### src/rtl/rsk_pkg.sv
package rsk_pkg;
  localparam logic [1:0] ADDR_CTRL = 2'd0;
  localparam logic [1:0] ADDR_STAT = 2'd1;

  localparam int CTRL_SKIP_BIT  = 0;
  localparam int CTRL_EN_BASE   = 1;
  localparam int STAT_EMPTY_BIT = 0;
  localparam int STAT_ERR_BIT   = 1;
  localparam int STAT_PEND_BASE = 2;

  localparam int NUM_EVT     = 2;
  localparam int HDR_BYTES   = 4;
  localparam int GUARD_BYTES = 8;
  localparam int OFF_W       = 17;

  typedef enum logic {
    SK_IDLE = 1'b0,
    SK_RUN  = 1'b1
  } skip_state_e;
endpackage

### src/rtl/rsk_buffer.sv
module rsk_buffer #(
  parameter int DEPTH  = 512,
  parameter int DATA_W = 8,
  localparam int PTR_W = $clog2(DEPTH)
) (
  input  logic              clk,
  input  logic              rst_n,
  input  logic              in_valid,
  output logic              in_ready,
  input  logic [DATA_W-1:0] in_data,
  input  logic              in_last,
  input  logic [PTR_W:0]    rd_ptr,
  output logic [DATA_W-1:0] rd_data,
  output logic              avail
);
  localparam logic [PTR_W:0] FULL_LVL = (PTR_W+1)'(DEPTH);

  logic [DATA_W-1:0] mem [DEPTH];
  logic [PTR_W:0]    wr_ptr_q;
  logic [PTR_W:0]    commit_q;
  logic [PTR_W:0]    fill;
  logic              accept;

  assign fill     = wr_ptr_q - rd_ptr;
  assign in_ready = (fill != FULL_LVL);
  assign accept   = in_valid && in_ready;
  assign avail    = (commit_q != rd_ptr);
  assign rd_data  = mem[rd_ptr[PTR_W-1:0]];

  always_ff @(posedge clk) begin
    if (accept) mem[wr_ptr_q[PTR_W-1:0]] <= in_data;
  end

  always_ff @(posedge clk) begin
    if (!rst_n) begin
      wr_ptr_q <= '0;
      commit_q <= '0;
    end else if (accept) begin
      wr_ptr_q <= wr_ptr_q + 1'b1;
      if (in_last) commit_q <= wr_ptr_q + 1'b1;
    end
  end

  AST_NO_OVERFLOW: assert property (@(posedge clk) disable iff (!rst_n)
    fill <= FULL_LVL);
  AST_STALL_HOLDS: assert property (@(posedge clk) disable iff (!rst_n)
    (in_valid && !in_ready) |=> $stable(wr_ptr_q));
  AST_COMMIT_INSIDE: assert property (@(posedge clk) disable iff (!rst_n)
    (commit_q - rd_ptr) <= fill);
endmodule

### src/rtl/rsk_skip_ctrl.sv
module rsk_skip_ctrl
  import rsk_pkg::*;
#(
  parameter int DEPTH       = 512,
  parameter int SKIP_CYCLES = 20,
  localparam int PTR_W = $clog2(DEPTH)
) (
  input  logic           clk,
  input  logic           rst_n,
  input  logic           avail,
  input  logic [7:0]     rd_data,
  input  logic           out_ready,
  output logic           out_valid,
  output logic [7:0]     out_data,
  input  logic           skip_req,
  output logic           busy,
  output logic           err_set,
  output logic [PTR_W:0] rd_ptr
);
  localparam int CNT_W = $clog2(SKIP_CYCLES + 1);
  localparam logic [CNT_W-1:0] CNT_END = CNT_W'(SKIP_CYCLES - 1);

  skip_state_e      st_q;
  logic [CNT_W-1:0] cnt_q;
  logic [OFF_W-1:0] offset_q;
  logic [7:0]       len_lo_q, len_hi_q;
  logic [PTR_W:0]   start_q;

  logic [15:0]      len_now;
  logic [OFF_W-1:0] total_now, total_q, remain;
  logic [PTR_W:0]   next_start;
  logic             fire, last_byte, hdr_done, near_end, legal, cnt_last;

  assign busy      = (st_q == SK_RUN);
  assign out_valid = avail && !busy;
  assign out_data  = out_valid ? rd_data : 8'h00;
  assign fire      = out_valid && out_ready;

  // the high length byte is still on the data port while offset 3 is read
  assign len_now   = (offset_q == OFF_W'(3)) ? {rd_data, len_lo_q} : {len_hi_q, len_lo_q};
  assign total_now = OFF_W'(HDR_BYTES) + OFF_W'(len_now);
  assign last_byte = (offset_q >= OFF_W'(3)) && (offset_q + 1'b1 == total_now);

  assign total_q    = OFF_W'(HDR_BYTES) + OFF_W'({len_hi_q, len_lo_q});
  assign remain     = total_q - offset_q;
  assign hdr_done   = offset_q >= OFF_W'(HDR_BYTES);
  assign near_end   = remain <= OFF_W'(GUARD_BYTES);
  assign legal      = hdr_done && !near_end;
  assign err_set    = skip_req && !busy && !legal;
  assign next_start = start_q + (PTR_W+1)'(total_q);
  assign cnt_last   = (cnt_q == CNT_END);

  always_ff @(posedge clk) begin
    if (!rst_n) begin
      st_q     <= SK_IDLE;
      cnt_q    <= '0;
      offset_q <= '0;
      len_lo_q <= '0;
      len_hi_q <= '0;
      start_q  <= '0;
      rd_ptr   <= '0;
    end else begin
      case (st_q)
        SK_IDLE: begin
          if (fire) begin
            rd_ptr <= rd_ptr + 1'b1;
            if (offset_q == OFF_W'(2)) len_lo_q <= rd_data;
            if (offset_q == OFF_W'(3)) len_hi_q <= rd_data;
            if (last_byte) begin
              offset_q <= '0;
              start_q  <= rd_ptr + 1'b1;
            end else begin
              offset_q <= offset_q + 1'b1;
            end
          end
          if (skip_req && legal) begin
            st_q  <= SK_RUN;
            cnt_q <= '0;
          end
        end
        SK_RUN: begin
          if (cnt_last) begin
            st_q     <= SK_IDLE;
            cnt_q    <= '0;
            rd_ptr   <= next_start;
            start_q  <= next_start;
            offset_q <= '0;
          end else begin
            cnt_q <= cnt_q + 1'b1;
          end
        end
        default: st_q <= SK_IDLE;
      endcase
    end
  end

  AST_BUSY_BOUND: assert property (@(posedge clk) disable iff (!rst_n)
    busy |-> cnt_q < CNT_W'(SKIP_CYCLES));
  AST_CNT_STEPS: assert property (@(posedge clk) disable iff (!rst_n)
    (busy && $past(busy) && rst_n) |-> cnt_q == $past(cnt_q) + 1'b1);
  AST_PTR_FROZEN: assert property (@(posedge clk) disable iff (!rst_n)
    (busy && !cnt_last) |=> $stable(rd_ptr));
  AST_LAND_BOUNDARY: assert property (@(posedge clk) disable iff (!rst_n)
    $fell(busy) |-> (offset_q == '0 && rd_ptr == start_q));
  AST_EARLY_SKIP_IGNORED: assert property (@(posedge clk) disable iff (!rst_n)
    (skip_req && !busy && offset_q < OFF_W'(HDR_BYTES)) |=> !busy);
  AST_LATE_SKIP_IGNORED: assert property (@(posedge clk) disable iff (!rst_n)
    (skip_req && !busy && hdr_done && remain <= OFF_W'(GUARD_BYTES)) |=> !busy);
  AST_NO_RESTART: assert property (@(posedge clk) disable iff (!rst_n)
    (busy && !cnt_last) |=> busy);
endmodule

### src/rtl/rsk_ctrl_regs.sv
module rsk_ctrl_regs
  import rsk_pkg::*;
(
  input  logic               clk,
  input  logic               rst_n,
  input  logic               reg_we,
  input  logic [1:0]         reg_addr,
  input  logic [7:0]         reg_wdata,
  output logic [7:0]         reg_rdata,
  input  logic               busy,
  input  logic               empty,
  input  logic               err_set,
  input  logic [NUM_EVT-1:0] evt_in,
  output logic               skip_req,
  output logic               irq
);
  logic [NUM_EVT-1:0] en_q;
  logic [NUM_EVT-1:0] pend_q;
  logic               err_q;
  logic               wr_ctrl, wr_stat;
  logic               unused_wdata;

  assign wr_ctrl      = reg_we && (reg_addr == ADDR_CTRL);
  assign wr_stat      = reg_we && (reg_addr == ADDR_STAT);
  assign skip_req     = wr_ctrl && reg_wdata[CTRL_SKIP_BIT];
  assign irq          = |(pend_q & en_q);
  assign unused_wdata = ^reg_wdata[7:STAT_PEND_BASE+NUM_EVT];

  for (genvar e = 0; e < NUM_EVT; e++) begin : g_evt
    always_ff @(posedge clk) begin
      if (!rst_n) begin
        en_q[e]   <= 1'b0;
        pend_q[e] <= 1'b0;
      end else begin
        if (wr_ctrl) en_q[e] <= reg_wdata[CTRL_EN_BASE+e];
        if (evt_in[e]) pend_q[e] <= 1'b1;
        else if (wr_stat && reg_wdata[STAT_PEND_BASE+e]) pend_q[e] <= 1'b0;
      end
    end

    AST_PEND_CAPTURE: assert property (@(posedge clk) disable iff (!rst_n)
      evt_in[e] |=> pend_q[e]);
  end

  always_ff @(posedge clk) begin
    if (!rst_n) err_q <= 1'b0;
    else if (err_set) err_q <= 1'b1;
    else if (wr_stat && reg_wdata[STAT_ERR_BIT]) err_q <= 1'b0;
  end

  always_comb begin
    reg_rdata = 8'h00;
    case (reg_addr)
      ADDR_CTRL: begin
        reg_rdata[CTRL_SKIP_BIT] = busy;
        reg_rdata[CTRL_EN_BASE +: NUM_EVT] = en_q;
      end
      ADDR_STAT: begin
        reg_rdata[STAT_EMPTY_BIT] = empty;
        reg_rdata[STAT_ERR_BIT]   = err_q;
        reg_rdata[STAT_PEND_BASE +: NUM_EVT] = pend_q;
      end
      default: reg_rdata = 8'h00;
    endcase
  end

  AST_IRQ_NEEDS_PEND: assert property (@(posedge clk) disable iff (!rst_n)
    irq |-> (|pend_q));
  AST_ERR_RAISE: assert property (@(posedge clk) disable iff (!rst_n)
    err_set |=> err_q);
  AST_ERR_STICKY: assert property (@(posedge clk) disable iff (!rst_n)
    (err_q && !(wr_stat && reg_wdata[STAT_ERR_BIT])) |=> err_q);
endmodule

### src/rtl/rx_skip_ctl.sv
module rx_skip_ctl
  import rsk_pkg::*;
#(
  parameter int DEPTH       = 512,
  parameter int SKIP_CYCLES = 20
) (
  input  logic       clk,
  input  logic       rst_n,
  input  logic       in_valid,
  output logic       in_ready,
  input  logic [7:0] in_data,
  input  logic       in_last,
  output logic       out_valid,
  input  logic       out_ready,
  output logic [7:0] out_data,
  input  logic       reg_we,
  input  logic [1:0] reg_addr,
  input  logic [7:0] reg_wdata,
  output logic [7:0] reg_rdata,
  input  logic       link_fail_evt,
  input  logic       sqe_evt,
  output logic       irq
);
  localparam int PTR_W = $clog2(DEPTH);

  logic [PTR_W:0]     rd_ptr;
  logic [7:0]         rd_data;
  logic               avail, busy, err_set, skip_req;
  logic [NUM_EVT-1:0] evt_in;

  assign evt_in = {sqe_evt, link_fail_evt};

  rsk_buffer #(.DEPTH(DEPTH), .DATA_W(8)) buf_i (
    .clk(clk), .rst_n(rst_n),
    .in_valid(in_valid), .in_ready(in_ready), .in_data(in_data), .in_last(in_last),
    .rd_ptr(rd_ptr), .rd_data(rd_data), .avail(avail)
  );

  rsk_skip_ctrl #(.DEPTH(DEPTH), .SKIP_CYCLES(SKIP_CYCLES)) skip_i (
    .clk(clk), .rst_n(rst_n),
    .avail(avail), .rd_data(rd_data),
    .out_ready(out_ready), .out_valid(out_valid), .out_data(out_data),
    .skip_req(skip_req), .busy(busy), .err_set(err_set), .rd_ptr(rd_ptr)
  );

  rsk_ctrl_regs regs_i (
    .clk(clk), .rst_n(rst_n),
    .reg_we(reg_we), .reg_addr(reg_addr), .reg_wdata(reg_wdata), .reg_rdata(reg_rdata),
    .busy(busy), .empty(!avail), .err_set(err_set), .evt_in(evt_in),
    .skip_req(skip_req), .irq(irq)
  );
endmodule

### config.mk
export PLATFORM = sky130hd
export DESIGN_NAME = rx_skip_ctl
export DESIGN_NICKNAME = d
export VERILOG_FILES = /design/src/rtl/rsk_pkg.sv /design/src/rtl/rsk_buffer.sv /design/src/rtl/rsk_skip_ctrl.sv /design/src/rtl/rsk_ctrl_regs.sv /design/src/rtl/rx_skip_ctl.sv
export SDC_FILE = /design/constraint.sdc
export NUM_CORES = 2
export LEC_CHECK = 0
export ABC_AREA = 1
export BUFFER_PORTS_ARGS = -buffer_cell sky130_fd_sc_hd__buf_2
export CELL_PAD_IN_SITES_DETAIL_PLACEMENT = 1
export CELL_PAD_IN_SITES_GLOBAL_PLACEMENT = 1
export CORE_ASPECT_RATIO = 0.75
export CORE_MARGIN = 5
export CORE_UTILIZATION = 50
export DETAILED_ROUTE_END_ITERATION = 8
export PLACE_DENSITY_LB_ADDON = 0.1
export SYNTH_ARGS = -nofsm -noshare
export SYNTH_HDL_FRONTEND = slang
export SYNTH_SLANG_ARGS = --single-unit
### constraint.sdc
create_clock -name clk -period 5.1 [get_ports clk]
set_clock_uncertainty 0.05 [all_clocks]
set_input_delay 0.255 -clock clk [delete_from_list [all_inputs] [get_ports clk]]
set_output_delay 0.255 -clock clk [all_outputs]
set_load 0.01 [all_outputs]
* After elaboration in Yosys (flattened, before gate mapping) *
Memories as Yosys holds them, arrays and structs flattened. A register that Yosys moved wholly into a read port is not among the register bits.
Index checks and enable logic that the tools add are counted.

storage, ports and cells
  register bits after elaboration = 84
  bits in writable memories = 4,096
  bits of input ports = 26
  output and inout port bits = 19
  word-level logic and storage cells = 98
  memories = 1

operators by class
  add/sub/neg operators = 9
  order comparisons = 3
  equality and inequality tests = 11
  muxes and demuxes = 30
  bitwise logic cells = 2
  reductions and logical operators = 28

memories
  name       words  width  rd ports  clocked after Yosys merged registers in  write ports  line              RTL
  buf_i.mem  512    8      1         1                                        1            rsk_buffer.sv:18  logic [DATA_W-1:0] mem [DEPTH];

operators with widths
  operator                                                                            number
  17-bit 2-to-1 mux                                                                   3
  10-bit 2-to-1 mux                                                                   4
  10-bit case mux with 2 select lines                                                 2
  3-bit by 16-bit adder with 17-bit output (first input constant)                     2
  17-bit by 2-bit == test with 1-bit output (second input constant)                   2
  17-bit case mux with 2 select lines                                                 1
  10-bit by 1-bit adder with 10-bit output (second input constant)                    2
  9-bit 2-to-1 mux                                                                    2
  17-bit by 1-bit adder with 17-bit output (second input constant)                    1
  17-bit == test                                                                      1
  17-bit by 2-bit >= comparator with 1-bit output (second input constant)             1
  17-bit by 3-bit >= comparator with 1-bit output (second input constant)             1
  17-bit by 4-bit less-or-equal comparator with 1-bit output (second input constant)  1
  17-bit subtractor                                                                   1
  16-bit 2-to-1 mux                                                                   1
  1-bit logical AND                                                                   14
  1-bit 2-to-1 mux                                                                    11
  10-bit adder                                                                        1
  5-bit 2-to-1 mux                                                                    2
  10-bit inequality test                                                              1
  10-bit inequality test (second input constant)                                      1
  5-bit case mux with 2 select lines                                                  1
  10-bit subtractor                                                                   1
  3-bit AND reduction                                                                 3
  15 further kinds                                                                    23

* Longest topological paths before layout *
  word-level depth = 8
  gate-level depth with buffers = 32
  gate-level depth less buffers = 32

* Modules after synthesis *
A second synthesis with hierarchy kept.

unflattened totals
  cell total of the unflattened synthesis = 15,072
  area total of the unflattened synthesis = 172,513.0 um2

by module, submodules not included
  module         times used  cells an instance  area each (um2)  sequential area each (um2)
  rsk_buffer     1           14,125             166,739.9        123,398.3
  rsk_skip_ctrl  1           897                5,451.5          1,181.1
  rsk_ctrl_regs  1           49                 317.8            100.1
  rx_skip_ctl    1           1                  3.8              0.0

* Worst setup path after synthesis *
No wires, ideal clock.

  path type = register to register
  start = reg skip_i.rd_ptr[1]
  end = mem buf_i.mem[100][0] (enable)
  library setup time = 0.370 ns
  data arrival time = 3.408 ns
  required time = 4.680 ns
  setup slack = 1.272 ns
  cell stages (with the launch flop) = 22
  buffers on the path = 2
  period minus slack after synthesis = 3.828 ns
  path through = dfxtp_1 > inv_1 > ha_1 > inv_1 > nor2_1 > nor2_1 > o21bai_1 > a21oi_1 > o21bai_1 > a21o_1 > a21oi_1 > o21bai_1 > nand2_1 > nand2_1 > or2_1 > nand4_1 > nand2_1 > inv_2 > buf_2 > nand4_1 > clkbuf_1 > nor2_1

between the ends
  longest elaborated chain between the ends = 5

ends and longest elaborated chain
  element                                 line                 RTL
  start, declared                         rsk_skip_ctrl.sv:18  output logic [PTR_W:0] rd_ptr
  start signal, assigned                  rsk_skip_ctrl.sv:66  rd_ptr <= rd_ptr + 1'b1;
  start signal, assigned                  rsk_skip_ctrl.sv:85  rd_ptr <= next_start;
  10-bit subtractor                       rsk_buffer.sv:24     assign fill = wr_ptr_q - rd_ptr;
  10-bit inequality test                  rsk_buffer.sv:25     assign in_ready = (fill != FULL_LVL);
  named net in_ready                      rx_skip_ctl.sv:10    output logic in_ready,
  1-bit logical AND                       rsk_buffer.sv:26     assign accept = in_valid && in_ready;
  1-bit 2-to-1 mux                        rsk_buffer.sv:31     if (accept) mem[wr_ptr_q[PTR_W-1:0]] <= in_data;
  1-bit 2-to-1 mux (implied by the code)  rsk_buffer.sv:31
  end, declared                           rsk_buffer.sv:18

The timed path passes the listed nets, and every way through them passes these cells.

==> metrics <==
CP startpoint kind=flip-flop; drt total wl=~560000 um; CTS buffer count=411; port bufs=36; Peak Freq=0.201 GHz; 1st-iter DRT viols=13600; Syn Area/Cell=11.6 sq um; aggregate global-route resource usage=0.304; Worst EP required=5.83 ns; first-pass iteration count of the detailed router=5; H-tree depth=5; DRC=0; Worst Tran Pin Value=between 1 and 1.5 ns; final instance area=193000 sq um; Static Leak=67.4 nW; Area growth syn-to-layout=11.7%; largest net degree at the start of global routing=158; share of cells above drive strength 1=0.0763; die area=approximately 360000 sq um; # IOs=45; fin crit share=0.975; DIE HEIGHT=~520 um; Power Dens Cells=405 nW/um^2; Post-Syn Instances=around 15000; Worst slew margin=0.201; Initial Util=0.501; post-route ant nets=0; max-cap violation count=0; Overflow after GRT=0; Hold Path Class=input pin to flip-flop; VDD IR max=0.318 mV; min cycle time layout=4.97 ns; total number of vias=120000; clk_lat worst skew=0.96 ns; Setup Viol. Count Final=0; global-route wire length before repair=816000 um; gp weighted congestion=between 0.8 and 0.9; row count=187; Synth cell types=47; placed cell count=19000; Yosys warnings=0; hold slack=0.133 ns; post-synthesis register bit count=between 4000 and 5000; crit path max fanout=37; Netlist Area Pre-Place=between 150000 and 200000 sq um; Die Width=just under 700 um; clk slew on worst S/H paths=~0.060 ns; TritonCTS clock tree=done; Root Buffer=clkbuf_16; Nets=about 15000; total power=78.2 mW; initial antenna violation count=23; CP Class=flip-flop to flip-flop; WL/cell=28.1 um; crit end category=flip-flop; Core Box Area=between 300000 and 400000 sq um; vias per cell=approximately 6; vias in the first global route=122000; Placement Cell Area=180000 sq um; Slew Viols, Final=0; Final HPWL DP=333000 um; Clock Sinks=4189; Clock Tree Buf Depth=4; Hold Fails Final Rpt=0; Non-Filler Instances=19800; worst path arrival time=5.70 ns; status=complete, no violations; post-synthesis sequential area ratio=0.722
[worst max-delay path, stage by stage (launching register included)]
cell     delay, ns
dfxtp_4       0.44
inv_8         0.33
buf_12        0.32
buf_12        0.23
buf_12        0.18
nand3_1       0.10
nand3_1       0.09
nand3_1       0.16
nand3_1       0.20
nand3_1       0.38
nand3_1       0.33
nand3_1       0.20
nand2_1       0.15
nand2_1       0.09
nand2_1       0.10
buf_4         0.12
nand3_1       0.13
nand2_1       0.10
nand2_1       0.07
nand2_1       0.07
nand2_1       0.05
nor2_1        0.21
nand3_4       0.17
buf_4         0.24
nand3_1       0.09
a21oi_1       0.08
[through the flow]
stage | util | setup TNS (ns) | worst slack (ns)
final | 0.559 | 0 | 0.129
after global routing | 0.559 | -0.00684 | -0.00684
after CTS | 0.559 | 0 | 0.0152
after detailed placement | 0.520 | 0 | 0.0727
after global placement | 0.520 | 0 | 0.128
after floorplan | - | 0 | 1.27
[where the power goes]
| group | switching [mW] | total [mW] | internal (mW) |
|---|---|---|---|
| Combinational | 7.38 | 10.0 | 2.65 |
| Sequential | 0.0702 | 37.9 | 37.8 |
| Clock | 13.2 | 30.3 | 17.1 |
| Total | 20.7 | 78.2 | 57.6 |
[kinds of logic after synthesis]
group                    count (synthesis)  synth area share
AO/OA/AOI/OAI                          189           0.00582
flip-flops                            4189             0.722
buffers and inverters                 1198            0.0350
other                                    1         0.0000217
AND/OR/NAND/NOR                       9191             0.231
XOR/XNOR                                64           0.00324
adder cells (fa/ha/maj)                 45           0.00330
[registers in the layout, summed over array words and instances (netlist names), 5 cells and up, named ones only]
name,count
skip_i.len_hi_q,8
skip_i.cnt_q,5
buf_i.wr_ptr_q,10
skip_i.rd_ptr,10
buf_i.mem,4096
skip_i.len_lo_q,8
buf_i.commit_q,10
skip_i.offset_q,17
skip_i.start_q,10
[final timing paths]
path                                        from                              end  slack, ns  cells after the start
setup / recovery                       flip-flop  skip_i.offset_q[8]$_SDFFE_PN0P_       0.13                     25
hold / removal                      reg_wdata[3]    regs_i.pend_q[1]$_SDFFE_PN0P_       0.13                      5
setup reg to reg                       flip-flop  skip_i.offset_q[8]$_SDFFE_PN0P_       0.13                     25
hold reg to reg   buf_i.commit_q[8]$_SDFFE_PN0P_   buf_i.commit_q[8]$_SDFFE_PN0P_       0.44                      2
[synth_stat cells, drive strengths merged]
cell type	number	share of area
and3	1	0.000036
nor2	603	0.013
nor3b	2	0.000087
buf	811	0.027
a21oi	99	0.0029
o21bai	7	0.00030
xor2	54	0.0027
conb	1	0.000022
o21ai	65	0.0019
o32ai	1	0.000051
o31ai	5	0.00022
nor3	26	0.00078
edfxtp	4096	0.71
ha	44	0.0032
a31oi	1	0.000036
nand2	4364	0.095
nand3	4151	0.12
or2	4	0.00014
a211oi	3	0.00013
a21o	1	0.000043
nand4	33	0.0012
dfxtp	93	0.011
nand3b	1	0.000043
o22ai	4	0.00014
xnor2	10	0.00051
o21a	1	0.000043
clkinv	4	0.000087
nor4	6	0.00022
clkbuf	203	0.0044
inv	180	0.0039
a2111oi	2	0.00010
fa	1	0.00012
[layout make-up]
cell class                 count  area [sq um]
multi-input combinational   9493         42200
inverter                     184           754
sequential                  4189        125000
tap                         4630          5790
fill                       35000        152000
clock buffer                 492         10800
clock inverter               255          2290
timing repair buffer         553          6400
antenna                        6          15.0
[timing repair]
item | CTS | global route
hold buffers | 28 | 0
endpoints found under the hold margin | 553 | 0
gates resized for setup | 2 | 32
pin swaps | 0 | 2
endpoints found under the setup margin | 2 | 104
buffers inserted | 0 | 5
cloned | 0 | 1
[routing by layer]
metal	global-route usage	vias to the layer above	wire length, um
met5	0	-	53
met4	0.104	8	20500
met3	0.0525	954	46800
met2	0.465	4917	251000
met1	0.444	61600	238000
li1	-	52600	-
[cell usage in the layout (no fill, tap or decap), types with 64 or more instances in the layout]
cell type	instances
nand3_1	4139
buf_4	311
nor2_1	582
inv_1	171
clkbuf_1	72
dfxtp_1	86
a21oi_1	97
buf_12	170
o21ai_0	64
edfxtp_1	4096
clkinv_1	111
clkinv_2	75
clkbuf_16	421
nand2_1	4359
No activity file was read; power rests on OpenSTA's default activity.
